`src/rtl/cmpseq_pkg.sv`:
```
package cmpseq_pkg;

    typedef enum logic [1:0] {
        ST_HALT   = 2'd0,
        ST_SAMPLE = 2'd1,
        ST_UPDATE = 2'd2,
        ST_WAIT   = 2'd3
    } seq_state_e;

    localparam int unsigned RUN_GO_CODE = 3;

endpackage

```
`src/rtl/cmpseq_sync.sv`:
```
module cmpseq_sync #(
    parameter int W = 4
) (
    input  logic         clk,
    input  logic         rst_n,
    input  logic [W-1:0] din,
    output logic [W-1:0] dout
);

    typedef struct packed {
        logic [W-1:0] s1;
        logic [W-1:0] s2;
    } sync_t;

    sync_t sync_d, sync_q;

    always_comb begin
        sync_d    = sync_q;
        sync_d.s1 = din;
        sync_d.s2 = sync_q.s1;
    end

    always_ff @(posedge clk or negedge rst_n) begin
        if (!rst_n) sync_q <= '0;
        else        sync_q <= sync_d;
    end

    assign dout = sync_q.s2;

endmodule

```
`src/rtl/cmpseq_regs.sv`:
```
module cmpseq_regs #(
    parameter int NCMP   = 4,
    parameter int CODE_W = 4,
    parameter int WAIT_W = 5,
    parameter int RUN_W  = 3,
    parameter int DATA_W = 5,
    parameter int ADDR_W = 5
) (
    input  logic                              clk,
    input  logic                              rst_n,
    input  logic                              wr_en,
    input  logic [ADDR_W-1:0]                 wr_addr,
    input  logic [DATA_W-1:0]                 wr_data,
    input  logic                              busy,
    output logic [(1<<NCMP)-1:0][CODE_W-1:0]  tbl,
    output logic [WAIT_W-1:0]                 wait_code,
    output logic [RUN_W-1:0]                  run_field,
    output logic                              wr_err
);

    localparam int DEPTH = 1 << NCMP;
    localparam logic [ADDR_W-1:0] A_WAIT = ADDR_W'(DEPTH);
    localparam logic [ADDR_W-1:0] A_RUN  = ADDR_W'(DEPTH + 1);

    typedef struct packed {
        logic [DEPTH-1:0][CODE_W-1:0] tbl;
        logic [WAIT_W-1:0]            wait_code;
        logic [RUN_W-1:0]             run_field;
        logic                         err;
    } regs_t;

    regs_t regs_d, regs_q;

    always_comb begin
        regs_d = regs_q;
        if (wr_en) begin
            if (wr_addr == A_RUN) begin
                regs_d.run_field = wr_data[RUN_W-1:0];
            end else if (wr_addr <= A_WAIT) begin
                if (busy) begin
                    regs_d.err = 1'b1;
                end else if (wr_addr == A_WAIT) begin
                    regs_d.wait_code = wr_data[WAIT_W-1:0];
                end else begin
                    regs_d.tbl[wr_addr[NCMP-1:0]] = wr_data[CODE_W-1:0];
                end
            end
        end
    end

    always_ff @(posedge clk or negedge rst_n) begin
        if (!rst_n) regs_q <= '0;
        else        regs_q <= regs_d;
    end

    assign tbl       = regs_q.tbl;
    assign wait_code = regs_q.wait_code;
    assign run_field = regs_q.run_field;
    assign wr_err    = regs_q.err;

endmodule

```
`src/rtl/cmpseq_seq.sv`:
```
module cmpseq_seq
    import cmpseq_pkg::*;
#(
    parameter int NCMP     = 4,
    parameter int CODE_W   = 4,
    parameter int WAIT_W   = 5,
    parameter int RUN_W    = 3,
    parameter int TICK_DIV = 256250
) (
    input  logic                              clk,
    input  logic                              rst_n,
    input  logic [NCMP-1:0]                   cmp_idx,
    input  logic [(1<<NCMP)-1:0][CODE_W-1:0]  tbl,
    input  logic [WAIT_W-1:0]                 wait_code,
    input  logic [RUN_W-1:0]                  run_field,
    output logic [CODE_W-1:0]                 gpo,
    output logic                              busy,
    output seq_state_e                        state
);

    localparam int PRE_W = (TICK_DIV > 1) ? $clog2(TICK_DIV) : 1;
    localparam logic [PRE_W-1:0] PRE_LAST = PRE_W'(TICK_DIV - 1);

    typedef struct packed {
        seq_state_e        state;
        logic [NCMP-1:0]   idx;
        logic [PRE_W-1:0]  pre;
        logic [WAIT_W-1:0] tcnt;
        logic [CODE_W-1:0] gpo;
    } seq_t;

    seq_t seq_d, seq_q;
    logic go;

    always_comb begin
        go    = (run_field == RUN_W'(RUN_GO_CODE));
        seq_d = seq_q;
        if (!go) begin
            seq_d.state = ST_HALT;
        end else begin
            unique case (seq_q.state)
                ST_HALT: begin
                    seq_d.state = ST_SAMPLE;
                end
                ST_SAMPLE: begin
                    seq_d.idx   = cmp_idx;
                    seq_d.state = ST_UPDATE;
                end
                ST_UPDATE: begin
                    seq_d.gpo   = tbl[seq_q.idx];
                    seq_d.pre   = '0;
                    seq_d.tcnt  = '0;
                    seq_d.state = ST_WAIT;
                end
                ST_WAIT: begin
                    if (seq_q.pre == PRE_LAST) begin
                        seq_d.pre = '0;
                        if (seq_q.tcnt == wait_code) seq_d.state = ST_SAMPLE;
                        else                         seq_d.tcnt  = seq_q.tcnt + 1'b1;
                    end else begin
                        seq_d.pre = seq_q.pre + 1'b1;
                    end
                end
                default: seq_d.state = ST_HALT;
            endcase
        end
    end

    always_ff @(posedge clk or negedge rst_n) begin
        if (!rst_n) seq_q <= '{state: ST_HALT, default: '0};
        else        seq_q <= seq_d;
    end

    assign gpo   = seq_q.gpo;
    assign busy  = go || (seq_q.state != ST_HALT);
    assign state = seq_q.state;

endmodule

```
`src/rtl/cmp_lut_seq.sv`:
```
module cmp_lut_seq
    import cmpseq_pkg::*;
#(
    parameter int NCMP     = 4,
    parameter int CODE_W   = 4,
    parameter int WAIT_W   = 5,
    parameter int RUN_W    = 3,
    parameter int TICK_DIV = 256250
) (
    input  logic              clk,
    input  logic              rst_n,
    input  logic [3:0]        cmp_raw,
    input  logic [3:0]        inv_en,
    input  logic              wr_en,
    input  logic [4:0]        wr_addr,
    input  logic [4:0]        wr_data,
    output logic [3:0]        gpo,
    output logic [3:0]        gpo_pull_low,
    output logic              wr_err
);

    localparam int DEPTH  = 1 << NCMP;
    localparam int ADDR_W = $clog2(DEPTH + 2);
    localparam int MAX_CR = (CODE_W > RUN_W) ? CODE_W : RUN_W;
    localparam int DATA_W = (WAIT_W > MAX_CR) ? WAIT_W : MAX_CR;

    logic [NCMP-1:0]              cmp_sync;
    logic [NCMP-1:0]              cmp_idx;
    logic [DEPTH-1:0][CODE_W-1:0] tbl;
    logic [WAIT_W-1:0]            wait_code;
    logic [RUN_W-1:0]             run_field;
    logic                         busy;
    seq_state_e                   seq_state;

    cmpseq_sync #(.W(NCMP)) u_sync (
        .clk  (clk),
        .rst_n(rst_n),
        .din  (cmp_raw),
        .dout (cmp_sync)
    );

    assign cmp_idx = cmp_sync ^ inv_en;

    cmpseq_regs #(
        .NCMP(NCMP), .CODE_W(CODE_W), .WAIT_W(WAIT_W),
        .RUN_W(RUN_W), .DATA_W(DATA_W), .ADDR_W(ADDR_W)
    ) u_regs (
        .clk      (clk),
        .rst_n    (rst_n),
        .wr_en    (wr_en),
        .wr_addr  (wr_addr),
        .wr_data  (wr_data),
        .busy     (busy),
        .tbl      (tbl),
        .wait_code(wait_code),
        .run_field(run_field),
        .wr_err   (wr_err)
    );

    cmpseq_seq #(
        .NCMP(NCMP), .CODE_W(CODE_W), .WAIT_W(WAIT_W),
        .RUN_W(RUN_W), .TICK_DIV(TICK_DIV)
    ) u_seq (
        .clk      (clk),
        .rst_n    (rst_n),
        .cmp_idx  (cmp_idx),
        .tbl      (tbl),
        .wait_code(wait_code),
        .run_field(run_field),
        .gpo      (gpo),
        .busy     (busy),
        .state    (seq_state)
    );

    assign gpo_pull_low = ~gpo;

endmodule

```
`config.mk`:
```
export PLATFORM = sky130hd
export DESIGN_NAME = cmp_lut_seq
export DESIGN_NICKNAME = d
export VERILOG_FILES = /design/src/rtl/cmpseq_pkg.sv /design/src/rtl/cmpseq_sync.sv /design/src/rtl/cmpseq_regs.sv /design/src/rtl/cmpseq_seq.sv /design/src/rtl/cmp_lut_seq.sv
export SDC_FILE = /design/constraint.sdc
export NUM_CORES = 1
export LEC_CHECK = 0
export BUFFER_PORTS_ARGS = -buffer_cell sky130_fd_sc_hd__buf_4
export CELL_PAD_IN_SITES_DETAIL_PLACEMENT = 0
export CELL_PAD_IN_SITES_GLOBAL_PLACEMENT = 2
export CORE_UTILIZATION = 39
export CTS_BUF_LIST = sky130_fd_sc_hd__clkbuf_16
export CTS_CLUSTER_SIZE = 10
export DETAILED_ROUTE_END_ITERATION = 6
export PLACE_DENSITY = 0.72
export SYNTH_ARGS = -nofsm -noshare
export SYNTH_HDL_FRONTEND = slang
export SYNTH_SLANG_ARGS = --single-unit
```
`constraint.sdc`:
```
create_clock -name clk -period 1.8 [get_ports clk]
set_input_delay 0.27 -clock clk [delete_from_list [all_inputs] [get_ports clk]]
set_output_delay 0.27 -clock clk [all_outputs]
set_load 0.02 [all_outputs]
```
==> impl_results.md, run 1 <==
- Area delta synth->final: 33.9%
- Count of port buffers added during placement: 29
- Area of the multi-input gates: 0.00284 mm^2
- Commonest cells post-synth: dfrtp_1, mux2_2, nor2_1, nand2_1, nand3_1
- Die area: 0.0146 mm^2
- Tcrit/Tclk final: 103%
- Crit start category: flop
- GPL Wtd Cong: 0.785
- Initial core utilization: 39.8%
- CTS H-Tree Depth: 4
- Static Leak: 3.39 nW
- Die height: 121 um
- Gr ovfl total: 0
- DR vias/cell: 5.17
- P per Cell Area: 1030 mW/mm^2
- Vias: 3677
- Number of synthesized flops with an enable pin: 0
- Clock Pin Slew Worst Setup and Hold Paths: 0.05 ns
- Min-Delay Path Class: in -> reg
- Finished Layout Cells: 711
- Hold Fails Final Rpt: 0
- Final min period: 1.85 ns
- Filler cells: 1170
- Initial antenna violation count: 0
- Vias in the first global route: 3783
- Avg Cell Area, Syn: 13.0 um^2
- Cell mode on critical path: buf_6
- CTS sink count: 114
- Clk root buf: clkbuf_16
- Critical path data arrival time: 2.18 ns
- Clock Latency Late Sink: 0.42 ns
- RSZ-0062 raised after global routing: yes
- DP HPWL: 8.59 mm
- Area contributors post-synth: dfrtp_1, mux2_2, mux4_2
- Max-slew violation count: 0
- Skew final: 0.00888 ns
- Core Util, Final: 53.2%
- CTS Buffer Depth: 2
- Diode count: 0
- Gr usage total: 19.4%
- First-pass GRT wire length: 20.8 mm
- Run status: finished with violations
- DP Cell Count: 659
- Async SR Flop Fraction: 100%
- #FFs+latches synth: 114
- CTS tree: done
- Most frequent cell after synthesis: dfrtp_1
- Flip-flop and latch area: 0.00286 mm^2
- Crit Path Category: reg -> reg
- Post-Syn Instances: 423
- Residual DRC count: 0
- Slew headroom: 64.2%
- Remaining antenna violation count: 0
- 1st-iter DRT viols: 190
- Seq/Total Area, Yosys: 51.9%
- VDD IR max: 608 uV
- Yosys top cell area share: 51.9%
- Actual slew at the worst max-slew pin: 0.537 ns
- Dpl ws: -0.109 ns
- Routed wire length: 13.0 mm
- CP required: 2.13 ns
- TritonCTS Buffers: 17
- Worst setup EP type: flop
- FP Rows: 43
- Max_cap viols: 0
- IO Pins: 30
- Post-synth net total: 452
- TritonRoute pass-1 iters: 4
- Yosys warning count: 0
- Failing checks: setup timing
- Core area: 0.0138 mm^2
- Largest net degree at the start of global routing: 56
- Post-route setup slack: -0.0483 ns
- Synth unique cells: 56
- Final #Nets: 547
- Width of the chip: 121 um
- Slowest-stage cell, CP: dfrtp_1
- Per-cell routed wire length: 18.3 um
- Synthesized cell area: 0.00550 mm^2
- Final Setup Violations: 13
- Worst path max stage delay: 0.41 ns
- Proportion of layout cells with a drive suffix above 1: 48.4%
- Largest area contributor in the netlist: dfrtp_1
- Maximum clock rate: 541 MHz
- CP Cell Sequence: ha_4 > and4b_1 > and4_4 > buf_6 > a21boi_4 > buf_6 > a41oi_1 > a31oi_1
- Main flop type after synthesis: dfrtp_1
- Critical path fanouts, max: 4
==> registers in the layout, indices dropped and copies added (netlist names) <==
signal and flops:
u_regs.wr_err 1, u_seq.state 2, u_seq.seq_q 27, u_sync.sync_d 4
u_seq.gpo 4, u_regs.tbl 64, u_regs.run_field 3, u_regs.wait_code 5
u_sync.dout 4
==> power by group <==
group,internal [mW],switching [mW]
registers,2.91,0.207
logic,0.702,0.432
clock network,2.04,1.26
==> layout by cell type, fill, tap and decap left out, types with 4 or more instances in the layout <==
| master | netlist | routed |
|---|---|---|
| buf_12 | 0 | 4 |
| buf_4 | 7 | 76 |
| buf_6 | 1 | 11 |
| clkbuf_16 | 0 | 17 |
| clkinv_4 | 0 | 4 |
| clkinvlp_4 | 0 | 4 |
| dfrtp_1 | 114 | 112 |
| dlygate4sd3_1 | 0 | 5 |
| ha_1 | 8 | 5 |
| inv_1 | 7 | 4 |
| mux2_2 | 67 | 35 |
| mux2_4 | 5 | 37 |
| mux2i_1 | 8 | 8 |
| mux4_2 | 16 | 16 |
| nand2_1 | 28 | 27 |
| nand3_1 | 18 | 14 |
| nand4_1 | 8 | 8 |
| nor2_1 | 36 | 28 |
| nor2_2 | 0 | 5 |
| o21ai_0 | 6 | 4 |
| o221ai_1 | 4 | 4 |
| xnor2_1 | 12 | 12 |
| xor2_1 | 10 | 10 |
==> logic make-up (layout without fill, tap and decap cells) <==
group | count (synthesis) | in the layout | share of synthesized area (%)
AOI/OAI and AO/OA | 32 | 32 | 4.42
xor gates and xnor gates | 22 | 22 | 3.50
adders and majority gates | 8 | 8 | 1.82
buffers and inverters | 28 | 136 | 2.66
DFF | 114 | 114 | 51.9
muxes | 96 | 96 | 23.1
and+or+nand+nor | 123 | 123 | 12.6
==> metal layers <==
| layer | global-route usage [%] | vias up | wire length, um |
|---|---|---|---|
| met2 | 31.9 | 36 | 6620 |
| li1 | - | 1730 | - |
| met1 | 24.4 | 1891 | 5950 |
| met3 | 5.38 | 20 | 260 |
| met4 | 7.18 | 0 | 212 |
| met5 | 0 | - | 0 |
==> area by class of cell <==
class	count	area share (%)
clock inverter	15	2.16
inverter	7	0.357
tap	180	3.06
sequential	114	38.8
multi-input combinational	281	38.6
clock buffer	17	5.78
timing repair buffer	97	11.3
==> final timing paths <==
| path | startpoint | to | slack, ns | cells after the start |
|---|---|---|---|---|
| max | u_seq.seq_q[9] | u_seq.seq_q[16] | -0.05 | 8 |
| min | wr_data[4] | u_regs.wait_code[4] | 0.08 | 2 |
| max reg2reg | u_seq.seq_q[9] | u_seq.seq_q[16] | -0.05 | 8 |
| min reg2reg | u_sync.sync_d[3] | u_sync.dout[3] | 0.35 | 0 |
| max in group asynchronous | rst_n | u_regs.tbl[7] | 0.84 | 3 |
| min in group asynchronous | rst_n | u_seq.seq_q[6] | 0.33 | 2 |
==> metrics by stage <==
| stage | setup TNS [ns] | hold slack, ns | power, mW | cell area (um^2) |
|---|---|---|---|---|
| after floorplan | 0 | -0.0256 | 3.79 | 5500 |
| after global placement | -1.94 | 0.232 | 4.14 | 6230 |
| after detailed placement | -2.75 | 0.238 | 4.18 | 6230 |
| after CTS | -0.162 | 0.0636 | 7.56 | 6980 |
| after global routing | -3.73 | 0.0695 | 7.90 | 7360 |
| final | -0.163 | 0.0819 | 7.56 | 7360 |
==> what timing repair did <==
action / CTS / global route
gates cloned: 0 / 2
resized for setup: 23 / 74
setup buffers: 2 / 11
setup endpoints to repair: 70 / 82
hold buffers: 5 / 0
pin swaps: 6 / 24
hold endpoints to repair: 30 / 0
==> worst max-delay path: cells and delay by family, from the launching register on <==
family,cells,cell delay (ns)
adder cells (fa/ha/maj),1,0.16
AND/OR/NAND/NOR,2,0.42
AO/OA/AOI/OAI,3,0.51
buffers and inverters,2,0.25
flip-flops,1,0.41
No activity file was read; power rests on OpenSTA's default activity.
==> run 2, diff against run 1 <==
==> constraint.sdc (replaced) <==
create_clock -name clk -period 1.8 [get_ports clk]
set_input_delay 0.36 -clock clk [delete_from_list [all_inputs] [get_ports clk]]
set_output_delay 0.36 -clock clk [all_outputs]
set_load 0.02 [all_outputs]
==> run 2 against run 1 <==
  * The run still ends with setup timing left
  * Power is 7.6% higher
  * Die area unchanged
  * Combinational power about the same
  * Global-route usage increased by 0.072 points
  * Clock power increased by 18%
  * Count of clock-buffer cells in the layout stayed put
  * Register-to-register slack improved by 0.02 ns
  * Clock skew about the same
  * Critical endpoint is now u_regs.tbl[24]
  * Highest routed layer unchanged
==> impl_results.md, run 2 (synthesized netlist as in run 1, its figures left out) <==
- Die height: 121 um (unchanged)
- Proportion of layout cells with a drive suffix above 1: 46.3% (-2.1 points)
- Gr usage total: 19.5% (+0.072 points)
- Diode count: 0 (unchanged)
- Actual slew at the worst max-slew pin: 0.502 ns (-0.0352 ns)
- Critical path fanouts, max: 5 (+1)
- Clock Pin Slew Worst Setup and Hold Paths: 0.06 ns (about the same)
- Skew final: 0.00848 ns (-0.000391 ns)
- Width of the chip: 121 um (unchanged)
- Vias: 3648 (-0.79%)
- Core Util, Final: 52.0% (-1.2 points)
- Remaining antenna violation count: 0 (unchanged)
- Largest net degree at the start of global routing: 55 (-1.8%)
- Max_cap viols: 0 (unchanged)
- Die area: 0.0146 mm^2 (unchanged)
- Flip-flop and latch area: 0.00285 mm^2 (about the same)
- Tcrit/Tclk final: 102% (-0.85 points)
- CTS sink count: 114 (unchanged)
- Initial core utilization: 39.8% (unchanged)
- Static Leak: 3.34 nW (-1.5%)
- P per Cell Area: 1130 mW/mm^2 (+10%)
- 1st-iter DRT viols: 191 (+0.53%)
- Post-route setup slack: -0.0330 ns (+0.0153 ns)
- Initial antenna violation count: 0 (unchanged)
- Clk root buf: clkbuf_16
- Area delta synth->final: 30.9%
- Crit start category: flop
- Routed wire length: 13.1 mm (+0.13%)
- CTS Buffer Depth: 2 (unchanged)
- IO Pins: 30 (unchanged)
- Dpl cell area: 0.00623 mm^2 (about the same)
- Critical path data arrival time: 2.13 ns (-0.05 ns)
- Slowest-stage cell, CP: dfrtp_1
- Min-Delay Path Class: in -> reg
- Maximum clock rate: 546 MHz (+0.84%)
- Crit Path Category: reg -> reg
- Per-cell routed wire length: 18.7 um (+2.0%)
- Gr ovfl total: 0 (unchanged)
- Final min period: 1.83 ns (-0.0153 ns)
- CTS tree: done
- Commonest non-fill, non-tap cell in the layout: dfrtp_1
- Vias in the first global route: 3919 (+3.6%)
- CP Cell Sequence: inv_2 > ha_4 > and4b_4 > nand3b_4 > nor3b_4 > mux2_2
- Sum of negative setup slack: -0.177 ns (-0.0142 ns)
- CTS H-Tree Depth: 4 (unchanged)
- Buf/Inv on CP: 1 (-1)
- FP Rows: 43 (unchanged)
- First-pass GRT wire length: 21.1 mm (+1.6%)
- Area of the multi-input gates: 0.00273 mm^2 (-3.7%)
- RSZ-0062 raised after global routing: yes
- Max-slew violation count: 0 (unchanged)
- Filler cells: 1176 (+0.51%)
- CP required: 2.10 ns (-0.03 ns)
- VDD IR max: 827 uV (+36%)
- Delay-heaviest family, CP: simple AND/OR/NAND/NOR gates
- Count of port buffers added during placement: 29 (unchanged)
- Slew headroom: 66.5% (+2.3 points)
- Core area: 0.0138 mm^2 (unchanged)
- Final Setup Violations: 8 (-5)
- Dpl ws: -0.124 ns (-0.0144 ns)
- Worst path max stage delay: 0.39 ns (-0.02 ns)
- Run status: finished with violations
- DP HPWL: 8.87 mm (+3.3%)
- Hold Fails Final Rpt: 0 (unchanged)
- DR vias/cell: 5.23 (+1.1%)
- Residual DRC count: 0 (unchanged)
- Clock Latency Late Sink: 0.42 ns (about the same)
- Failing checks: setup timing
- Worst setup EP type: flop
- TritonCTS Buffers: 17 (unchanged)
- TritonRoute pass-1 iters: 4 (unchanged)
- Total power draw: 8.13 mW (+7.6%)
- GPL Wtd Cong: 0.746 (-4.9%)
- Final #Nets: 534 (-2.4%)
- Most frequent cells in the layout: dfrtp_1, buf_4, mux2_2
- Cell area after layout: 0.00720 mm^2 (-2.2%)
- Largest register FFs: 64 (unchanged)
## run 2: cell types whose count changed in the layout (fill, tap and decap cells not counted), sizes merged
cell           delta
buf              -10
bufinv            +4
clkinv            -4
dlygate4sd3       -4
clkinvlp          -3
inv               +3
clkdlybuf4s15     +1
## run 2: metal layers
metal	track usage, %	part of all wire, %
met2	32.6	51
met5	0	0
met1	24.4	44
met4	6.71	1.4
met3	5.00	3.5
## run 2: stage by stage
| stage | hold WS [ns] | instances |
|---|---|---|
| after global routing | 0.0184 | 698 |
| after global placement | 0.267 | 660 |
| final | 0.0492 | 698 |
| after detailed placement | 0.271 | 660 |
| after floorplan | 0.0644 | 423 |
| after CTS | 0.0278 | 693 |
## run 2: power breakdown
group	internal (mW)	leakage [nW]	switching (mW)
clock network	2.62	0.331	1.28
logic	0.680	1.54	0.428
registers	2.91	1.47	0.216
## run 2: repair_timing
action                                  in CTS  in global routing
hold buffers                                 1                  0
pin swaps                                    2                 11
gates resized for setup                      8                 53
endpoints found under the setup margin      30                 87
buffers inserted                             0                  4
gates cloned                                 0                  1
endpoints found under the hold margin       19                  0
## run 2: cell type report
| class | count | share of cell area [%] |
|---|---|---|
| Sequential cell | 114 | 39.6 |
| Multi-Input combinational cell | 281 | 38.0 |
| Timing Repair Buffer | 84 | 9.47 |
| Clock buffer | 17 | 5.91 |
| Clock inverter | 15 | 3.51 |
| Tap cell | 180 | 3.13 |
| Inverter | 7 | 0.365 |
## run 2: final timing paths
check / depth (start not counted) / from / to / slack (ns)
worst max-delay path: 6 / u_seq.state[1] / u_regs.tbl[24] / -0.03
worst min-delay path: 1 / cmp_raw[1] / u_sync.sync_d[1] / 0.05
worst max register to register: 6 / u_seq.state[1] / u_regs.tbl[24] / -0.03
worst min register to register: 0 / u_sync.sync_d[1] / u_sync.dout[1] / 0.35
max in group asynchronous: 3 / rst_n / u_regs.tbl[55] / 0.80
min in group asynchronous: 2 / rst_n / u_seq.seq_q[8] / 0.38
==> run 3, diff against run 2 <==
RECOVER_POWER = 100   (was unset)
==> run 3 against run 2 <==
  * The flow still finishes with violations (setup timing)
  * Combinational power hardly changed
  * Setup slack improved by 0.0024 ns
  * Non-clock buffer count did not move
  * Critical path depth did not move
  * Clock skew about the same
  * Cell area is 0.21% lower
  * Count of clock-buffer cells in the layout unchanged
  * Global-route usage stayed put
  * Sequential power about the same
  * Utilization decreased by 0.11 points
  * Hold slack improved by 0.020 ns
  * Cell count unchanged
  * Critical path type unchanged
  * Critical endpoint unchanged
  * Largest power group unchanged
==> impl_results.md, run 3 (synthesized netlist as in run 1, its figures left out) <==
- Die height: 121 um (unchanged)
- DP HPWL: 8.87 mm (unchanged)
- Max-slew violation count: 0 (unchanged)
- Reg2Reg Setup Slack: -0.03 ns (about the same)
- Flip-flop and latch area: 0.00285 mm^2 (unchanged)
- Post-route setup slack: -0.0305 ns (+0.00242 ns)
- Switching Fraction: 23.6% (about the same)
- Sum of negative setup slack: -0.165 ns (+0.0127 ns)
- Hold Fails Final Rpt: 0 (unchanged)
- Maximum clock rate: 546 MHz (+0.13%)
- Dpl cell area: 0.00623 mm^2 (unchanged)
- FF-to-FF path depth: 6 (unchanged)
- Clock power frac: 47.9% (about the same)
- Residual DRC count: 0 (unchanged)
- CTS Buffer Depth: 2 (unchanged)
- Clock Latency Late Sink: 0.42 ns (about the same)
- FP Rows: 43 (unchanged)
- Run status: finished with violations
- Skew final: 0.00828 ns (-0.000204 ns)
- Worst min-delay path startpoint: cmp_raw[2]
- Most frequent cells in the layout: dfrtp_1, buf_4, mux2_2
- NetSw: 1.92 mW (about the same)
- Dpl ws: -0.124 ns (unchanged)
- Hold EP: u_sync.sync_d[2]
- Min-Delay Path Class: in -> reg
- RSZ-0062 raised after global routing: yes
- CTS sink count: 114 (unchanged)
- Gr ovfl total: 0 (unchanged)
- Worst hold stages: 1 (unchanged)
- Largest register FFs: 64 (unchanged)
- Width of the chip: 121 um (unchanged)
- Routed wire length: 13.0 mm (-0.11%)
- Combinational Power Share: 13.6% (about the same)
- RR Endpoint: u_regs.tbl[24]
- Final Setup Violations: 8 (unchanged)
- GPL Wtd Cong: 0.746 (unchanged)
- Actual slew at the worst max-slew pin: 0.751 ns (+0.249 ns)
- Vias: 3654 (+0.16%)
- Core area: 0.0138 mm^2 (unchanged)
- Initial core utilization: 39.8% (unchanged)
- Diode count: 0 (unchanged)
- CTS H-Tree Depth: 4 (unchanged)
- Initial antenna violation count: 0 (unchanged)
- CTS tree: done
- Clock Pin Slew Worst Setup and Hold Paths: 0.06 ns (about the same)
- Crit Path Category: reg -> reg
- P per Cell Area: 1130 mW/mm^2 (+0.13%)
- Slowest-stage cell, CP: dfrtp_1
- DR vias/cell: 5.23 (+0.16%)
- FF-to-FF Start: u_seq.state[1]
- Gr usage total: 19.5% (unchanged)
- Worst path max stage delay: 0.39 ns (about the same)
- Commonest non-fill, non-tap cell in the layout: dfrtp_1
- Slew headroom: 50.0% (-17 points)
- Largest net degree at the start of global routing: 55 (unchanged)
- Vias in the first global route: 3919 (unchanged)
- 1st-iter DRT viols: 193 (+1.0%)
- Crit start category: flop
- Area delta synth->final: 30.6%
- CP required: 2.10 ns (about the same)
- Count of port buffers added during placement: 29 (unchanged)
- Fin Hold WS: 0.0690 ns (+0.0198 ns)
- CP Cell Sequence: inv_2 > ha_4 > and4b_4 > nand3b_4 > nor3b_4 > mux2_2
- Delay-heaviest family, CP: simple AND/OR/NAND/NOR gates
- Per-cell routed wire length: 18.7 um (-0.11%)
- Final min period: 1.83 ns (-0.00242 ns)
- Final #Nets: 534 (unchanged)
- IO Pins: 30 (unchanged)
- Cell area after layout: 0.00718 mm^2 (-0.21%)
- Proportion of layout cells with a drive suffix above 1: 46.3% (unchanged)
- Flop pwr share: 38.5% (about the same)
- Worst setup EP type: flop
- TritonRoute pass-1 iters: 4 (unchanged)
- VDD IR max: 826 uV (about the same)
- Remaining antenna violation count: 0 (unchanged)
- Critical path fanouts, max: 5 (unchanged)
- Max_cap viols: 0 (unchanged)
- Clk root buf: clkbuf_16
- Critical path data arrival time: 2.13 ns (about the same)
- Die area: 0.0146 mm^2 (unchanged)
- Filler cells: 1179 (+0.26%)
- Area of the multi-input gates: 0.00273 mm^2 (unchanged)
- Buf/Inv on CP: 1 (unchanged)
- TritonCTS Buffers: 17 (unchanged)
- Tcrit/Tclk final: 102% (-0.13 points)
- Static Leak: 3.34 nW (-0.19%)
- First-pass GRT wire length: 21.1 mm (unchanged)
- Failing checks: setup timing
- Internal power: 6.20 mW (about the same)
-- run 3: cell types whose count changed in the layout (fill, tap and decap cells not counted), sizes merged --
cell,change
clkbuf,+6
buf,-6
-- run 3: worst max-delay path by stage --
stage	from	end	cells after the start
3_3_place_gp	u_seq.seq_q[19]	u_seq.seq_q[7]	6
3_5_place_dp	u_seq.seq_q[19]	u_seq.seq_q[7]	6
5_1_grt	u_seq.state[1]	u_regs.tbl[33]	7
4_1_cts	u_seq.state[1]	u_regs.tbl[11]	7
6_report	u_seq.state[1]	u_regs.tbl[24]	6
2_1_floorplan	u_seq.state[1]	u_regs.tbl[24]	6
-- run 3: layout make-up --
class,instances,area share (%)
Inverter,7,0.366
Sequential cell,114,39.7
Multi-Input combinational cell,281,38.0
Timing Repair Buffer,84,9.29
Clock buffer,17,5.92
Clock inverter,15,3.52
Tap cell,180,3.14
-- run 3: power groups by stage --
stage / Combinational (mW) / Sequential [mW] / Clock, mW
after floorplan: 0.696 / 3.09 / 0
after global placement: 0.993 / 3.15 / 0
after detailed placement: 1.02 / 3.17 / 0
after CTS: 1.04 / 3.13 / 3.96
after global routing: 1.20 / 3.17 / 4.09
final: 1.10 / 3.13 / 3.89
-- run 3: worst reg2reg max path, cell delays in order, from the launching register on --
cell and delay [ns]:
dfrtp_1 0.39, inv_2 0.09, ha_4 0.14, and4b_4 0.30, nand3b_4 0.13, nor3b_4 0.30, mux2_2 0.37
-- run 3: metal layers --
| metal | GRT usage, % | wire, um | vias up |
|---|---|---|---|
| met5 | 0 | 0 | - |
| met4 | 6.71 | 218 | 0 |
| met3 | 5.00 | 521 | 15 |
| met2 | 32.6 | 6650 | 69 |
| met1 | 24.4 | 5660 | 1880 |
| li1 | - | - | 1690 |
-- run 3: through the flow --
stage / util (%) / power, mW / cells
final: 51.9 / 8.13 / 698
after global routing: 51.9 / 8.46 / 698
after CTS: 50.3 / 8.12 / 693
after detailed placement: 45.0 / 4.18 / 660
after global placement: 45.0 / 4.14 / 660
after floorplan: - / 3.79 / 423
-- run 3: timing repair --
action,CTS,global route
hold endpoints to repair,19,0
hold buffers,1,0
endpoints found under the setup margin,30,87
pin swaps,2,11
setup buffers,0,4
gates resized for setup,8,53
cloned,0,1
